$ cat src/rtl/pdu_pkg.sv
package pdu_pkg;
  typedef enum logic [1:0] {
    GRP_0    = 2'd0,
    GRP_1S   = 2'd1,
    GRP_1NS  = 2'd2,
    GRP_RSVD = 2'd3
  } grp_e;

  localparam logic [7:0] IDLE_PRIO = 8'hFF;
endpackage

$ cat src/rtl/pdu_prio_scan.sv
module pdu_prio_scan #(
  parameter int WORDS    = 1,
  parameter int ACT_BITS = 32,
  parameter int IDX_W    = 5
) (
  input  logic [WORDS*32-1:0] bank_a,
  input  logic [WORDS*32-1:0] bank_b,
  input  logic [WORDS*32-1:0] bank_c,
  output logic                found,
  output logic [IDX_W-1:0]    idx
);
  logic [31:0] word_or  [WORDS];
  logic        word_any [WORDS];
  logic [4:0]  word_low [WORDS];

  for (genvar w = 0; w < WORDS; w++) begin : g_word
    localparam int HI = ACT_BITS - w * 32;
    localparam logic [31:0] VALID = (HI >= 32) ? 32'hFFFF_FFFF
                                               : ((32'h1 << HI) - 32'h1);
    assign word_or[w]  = (bank_a[w*32 +: 32] | bank_b[w*32 +: 32] |
                          bank_c[w*32 +: 32]) & VALID;
    assign word_any[w] = |word_or[w];

    always_comb begin
      word_low[w] = 5'd0;
      for (int b = 31; b >= 0; b--) begin
        if (word_or[w][b]) word_low[w] = 5'(b);
      end
    end
  end

  always_comb begin
    found = 1'b0;
    idx   = '0;
    for (int w = WORDS - 1; w >= 0; w--) begin
      if (word_any[w]) begin
        found = 1'b1;
        idx   = IDX_W'(w * 32 + int'(word_low[w]));
      end
    end
  end
endmodule

$ cat src/rtl/pdu_gprio_mask.sv
module pdu_gprio_mask
  import pdu_pkg::*;
(
  input  grp_e       grp,
  input  logic [2:0] bp_g0,
  input  logic [2:0] bp_g1s,
  input  logic [2:0] bp_g1ns,
  input  logic       cbp_sec,
  input  logic       cbp_nsec,
  output logic [7:0] mask
);
  logic [2:0] bp_sel;
  logic [8:0] wide;

  always_comb begin
    unique case (grp)
      GRP_1S:  bp_sel = cbp_sec  ? bp_g0 : bp_g1s;
      GRP_1NS: bp_sel = cbp_nsec ? bp_g0 : bp_g1ns;
      default: bp_sel = bp_g0;
    endcase
    wide = 9'h1FF << (4'(bp_sel) + 4'd1);
    mask = wide[7:0];
  end
endmodule

$ cat src/rtl/pdu_pend_gate.sv
module pdu_pend_gate
  import pdu_pkg::*;
(
  input  logic [7:0] pend_prio,
  input  grp_e       grp,
  input  logic [2:0] grp_en,
  input  logic [7:0] pri_mask,
  output logic       eligible
);
  logic grp_on;

  always_comb begin
    unique case (grp)
      GRP_0:   grp_on = grp_en[0];
      GRP_1S:  grp_on = grp_en[1];
      GRP_1NS: grp_on = grp_en[2];
      default: grp_on = 1'b0;
    endcase
    eligible = (pend_prio != IDLE_PRIO) && grp_on && (pend_prio < pri_mask);
  end
endmodule

$ cat src/rtl/preempt_decider.sv
module preempt_decider
  import pdu_pkg::*;
#(
  parameter int  MIN_BP    = 2,
  localparam int PRIO_BITS = 7 - MIN_BP,
  localparam int ACT_BITS  = 1 << PRIO_BITS,
  localparam int WORDS     = (ACT_BITS + 31) / 32,
  localparam int BANK_W    = WORDS * 32
) (
  input  logic              clk,
  input  logic              rst_n,
  input  logic [7:0]        pend_prio,
  input  logic [1:0]        pend_grp,
  input  logic [2:0]        grp_en,
  input  logic [7:0]        pri_mask,
  input  logic [BANK_W-1:0] act_g0,
  input  logic [BANK_W-1:0] act_g1s,
  input  logic [BANK_W-1:0] act_g1ns,
  input  logic [2:0]        bp_g0,
  input  logic [2:0]        bp_g1s,
  input  logic [2:0]        bp_g1ns,
  input  logic              cbp_sec,
  input  logic              cbp_nsec,
  output logic              preempt,
  output logic [7:0]        run_prio
);
  grp_e                 grp;
  logic                 act_found;
  logic [PRIO_BITS-1:0] act_idx;
  logic [7:0]           run_next;
  logic [7:0]           gmask;
  logic                 eligible;
  logic                 wins;

  assign grp = grp_e'(pend_grp);

  pdu_prio_scan #(
    .WORDS   (WORDS),
    .ACT_BITS(ACT_BITS),
    .IDX_W   (PRIO_BITS)
  ) u_scan (
    .bank_a(act_g0),
    .bank_b(act_g1s),
    .bank_c(act_g1ns),
    .found (act_found),
    .idx   (act_idx)
  );

  pdu_gprio_mask u_mask (
    .grp     (grp),
    .bp_g0   (bp_g0),
    .bp_g1s  (bp_g1s),
    .bp_g1ns (bp_g1ns),
    .cbp_sec (cbp_sec),
    .cbp_nsec(cbp_nsec),
    .mask    (gmask)
  );

  pdu_pend_gate u_gate (
    .pend_prio(pend_prio),
    .grp      (grp),
    .grp_en   (grp_en),
    .pri_mask (pri_mask),
    .eligible (eligible)
  );

  assign run_next = act_found ? {act_idx, {(MIN_BP + 1){1'b0}}} : IDLE_PRIO;
  assign wins     = !act_found || ((pend_prio & gmask) < (run_next & gmask));

  always_ff @(posedge clk or negedge rst_n) begin
    if (!rst_n) begin
      preempt  <= 1'b0;
      run_prio <= IDLE_PRIO;
    end else begin
      preempt  <= eligible && wins;
      run_prio <= run_next;
    end
  end
endmodule

$ cat config.mk
export PLATFORM = sky130hd
export DESIGN_NAME = preempt_decider
export DESIGN_NICKNAME = d
export VERILOG_FILES = /design/src/rtl/pdu_pkg.sv /design/src/rtl/pdu_prio_scan.sv /design/src/rtl/pdu_gprio_mask.sv /design/src/rtl/pdu_pend_gate.sv /design/src/rtl/preempt_decider.sv
export SDC_FILE = /design/constraint.sdc
export NUM_CORES = 1
export LEC_CHECK = 0
export ABC_CLOCK_PERIOD_IN_PS = 900
export BUFFER_PORTS_ARGS = -buffer_cell sky130_fd_sc_hd__buf_2
export CAP_MARGIN = 20
export CORE_UTILIZATION = 30
export CTS_BUF_LIST = sky130_fd_sc_hd__clkbuf_16
export DETAILED_ROUTE_END_ITERATION = 10
export GPL_TIMING_DRIVEN = 0
export HOLD_SLACK_MARGIN = 0.06
export PLACE_DENSITY = 0.68
export SLEW_MARGIN = 20
export SYNTH_ARGS = -nofsm -noshare
export SYNTH_HDL_FRONTEND = slang
export SYNTH_SLANG_ARGS = --single-unit
$ cat constraint.sdc
create_clock -name clk -period 0.9 [get_ports clk]
set_input_delay 0.135 -clock clk [delete_from_list [all_inputs] [get_ports clk]]
set_output_delay 0.135 -clock clk [all_outputs]
set_load 0.01 [all_outputs]
==> flow_summary_export.csv <==
group,metric,value,unit
synthesis,synth-seq-cells,7,
floorplanning,die_w,74.2,µm
route,drt_iter0_drc,55,
synthesis,synth_fp_nets,338,
power_and_ir_drop,power,2.15,mW
placement,post-dp-hpwl,4200,µm
synthesis,synth.distinct_cells,51,
floorplanning,row_count,25,
synthesis,synth_flop_cell,"dfstp_2",
timing,rsz0062_at_grt,"true",
setup_path,crit_type,"input pin to register",
route,ant_nets,0,
floorplanning,dieArea,0.00550,mm²
setup_path,end_kind,"register",
route,drt-total-wl,5930,µm
power_and_ir_drop,irDropWorstVdd,0.000553,V
grt,grt_util_all_layers,0.194,
placement,place_congestion,0.735,
cts,cts_tree,"built",
cells_and_area,final_cell_area,0.00328,mm²
cells_and_area,antenna_cells,0,
route,via_per_inst,5.14,
route,drtPass1Iterations,4,
timing,slew-limit-headroom,0.575,
power_and_ir_drop,p_sw_frac,0.313,
status,violations,"setup timing",
route,drc,0,
setup_path,endpoint,"preempt",
cells_and_area,layout.nets,516,
synthesis,syn_area_per_cell,8.31,µm²
setup_path,start_kind,"input pin",
placement,post_dp_cell_area,0.00247,mm²
timing,tightest_slew,0.629,ns
grt,antenna_found_initial,0,
floorplanning,ios,139,
timing,setup_viol,15,
cells_and_area,drive_gt1_frac,0.668,
timing,min_period_over_period,2.75,
power_and_ir_drop,powerDensity,656,mW/mm²
grt,grt_overflow,0,
power_and_ir_drop,leakagePower,1.56,nW
floorplanning,die_h,74.2,µm
timing,fin_crit,2.47,ns
power_and_ir_drop,internal_power,1.48,mW
setup_path,cp.arrival,2.64,ns
synthesis,synthArstFlopShare,1.00,
synthesis,syn-instance-count,188,
power_and_ir_drop,p_sw,673,µW
cts,clk_pin_slew,0.03,ns
cts,root_buffer,"clkbuf_16",
cts,cts_buffer_depth,2,
cts,clock_sinks,7,
power_and_ir_drop,seq_power_share,0.151,
placement,portBuffers,138,
power_and_ir_drop,p_comb_frac,0.501,
timing,fmax,0.404,GHz
setup_path,critPathLaunch,"pend_grp[1]",
timing,hold_viol,0,
floorplanning,start_util,0.320,
synthesis,yosysWarnings,0,
cts,cts_buffers,3,
cells_and_area,final.fill_count,417,
min_path,min-delay-path-class,"input pin to async pin",
timing,worst_slack,-1.57,ns
grt,grt_pass1_wl,8450,µm
synthesis,netlist_area,0.00156,mm²
setup_path,worstPathMaxFanout,4,
grt,grt_pass1_vias,2066,
route,wire_per_inst,13.7,µm
timing,drv_slew,0,
synthesis,synth_seq_area_share,0.117,
synthesis,synth_edf_count,0,
cells_and_area,area_delta_synth_final,110,%
power_and_ir_drop,pwr-share-clk,0.348,
setup_path,cp.required,1.07,ns
cts,htreeDepth,1,
timing,tns,-4.24,ns
floorplanning,fp.coreArea,0.00488,mm²
run,maxCapViolCount,0,
grt,grt_max_degree,8,
route,vias,2219,
status,status,"finished, violations left",
synthesized netlist by cell type (all sizes together), types with 3 or more instances:
cell / n / area (µm²)
and4: 3 / 26.3
a22oi: 3 / 32.5
a211oi: 4 / 30.0
a21o: 5 / 37.5
or3: 5 / 31.3
o21ai: 7 / 35.0
inv: 12 / 45.0
dfstp: 6 / 158
and2: 3 / 18.8
a22o: 4 / 35.0
nor2b: 5 / 31.3
nor2: 4 / 15.0
o41ai: 5 / 51.3
nand2b: 4 / 25.0
nand2: 18 / 70.1
nand4: 10 / 83.8
nand3: 5 / 25.0
a21oi: 5 / 25.0
ha: 20 / 250
nor3: 33 / 270
registers in the layout (all words and copies together) (netlist names):
register and flops:
preempt 1, run_prio 6
worst min-delay path by stage:
stage / slack, ns / endpoint
after floorplan: -0.16 / preempt
after global placement: -0.03 / preempt
after detailed placement: -0.03 / preempt
after CTS: 0.27 / preempt
after global routing: 0.31 / preempt
final: 0.29 / preempt
worst max-delay path: stages:
cell	delay (ns)
buf_12	0.10
inv_12	0.03
ha_4	0.15
nor2b_4	0.13
a22o_1	0.21
a22oi_2	0.19
inv_1	0.09
ha_2	0.18
nand2b_1	0.10
o21ai_2	0.08
and3b_1	0.18
ha_1	0.26
o21ai_1	0.12
nand2b_1	0.09
a21oi_2	0.14
o21ai_1	0.07
a31oi_1	0.17
o221a_2	0.21
metal layers:
layer / track usage / vias up / share of wire
met3: 0.0149 / 9 / 0.053
met5: 0 / - / 0
met4: 0.0534 / 0 / 0.015
li1: - / 1110 / -
met1: 0.231 / 1005 / 0.38
met2: 0.369 / 95 / 0.55
what timing repair did:
item,4_1_cts,5_1_grt
pin swaps,9,20
endpoints found under the setup margin,15,15
hold endpoints to repair,7,0
setup buffers,16,19
gates resized for setup,56,30
hold buffers,1,0
metrics by stage:
stage           util  cells  setup WS (ns)  hold WS [ns]
2_1_floorplan      -    188          -1.54        -0.161
3_3_place_gp   0.507    393          -2.05       -0.0316
3_5_place_dp   0.507    393          -2.06       -0.0296
4_1_cts        0.614    414          -1.58         0.271
5_1_grt        0.672    432          -1.80         0.307
6_report       0.672    432          -1.57         0.288
kinds of logic after synthesis:
kind of cell / share of synthesized area
and+or+nand+nor: 0.425
AOI/OAI and AO/OA: 0.259
adders and majority gates: 0.160
buffers and inverters: 0.0384
DFF: 0.117
cell type report:
type	instances	area, µm²	area share
Tap cell	67	83.8	0.0256
Sequential cell	7	183	0.0557
Timing Repair Buffer	173	1150	0.352
Multi-Input combinational cell	167	1690	0.517
Clock inverter	1	3.75	0.00114
Inverter	12	62.6	0.0191
Clock buffer	3	75.1	0.0229
Buffer	2	22.5	0.00687
power groups by stage:
stage | Clock (mW) | Sequential (mW) | Combinational [mW]
after detailed placement | 0 | 0.327 | 0.810
after global placement | 0 | 0.327 | 0.792
final | 0.750 | 0.325 | 1.08
after global routing | 0.781 | 0.325 | 1.18
after floorplan | 0 | 0.330 | 0.371
after CTS | 0.758 | 0.325 | 0.970
cells in the final DEF, fill, tap and decap left out, types with 3 or more instances in the layout:
master | Yosys | layout
nand3_1 | 5 | 5
nand2b_1 | 4 | 3
a21o_1 | 5 | 5
nor3_4 | 4 | 30
nand2_1 | 17 | 17
inv_1 | 11 | 10
buf_4 | 2 | 32
or3_1 | 5 | 5
a22o_1 | 4 | 4
dfstp_2 | 6 | 6
o41ai_1 | 4 | 4
ha_4 | 0 | 3
a22oi_2 | 2 | 3
buf_6 | 0 | 29
nand4_1 | 8 | 8
a21oi_1 | 5 | 3
buf_2 | 0 | 110
ha_1 | 20 | 16
and4_1 | 3 | 3
nor2b_1 | 5 | 3
nor2_1 | 4 | 4
o21ai_0 | 5 | 3
and2_1 | 3 | 3
clkbuf_16 | 0 | 3
a211oi_1 | 4 | 3
No activity file was read; power rests on OpenSTA's default activity.
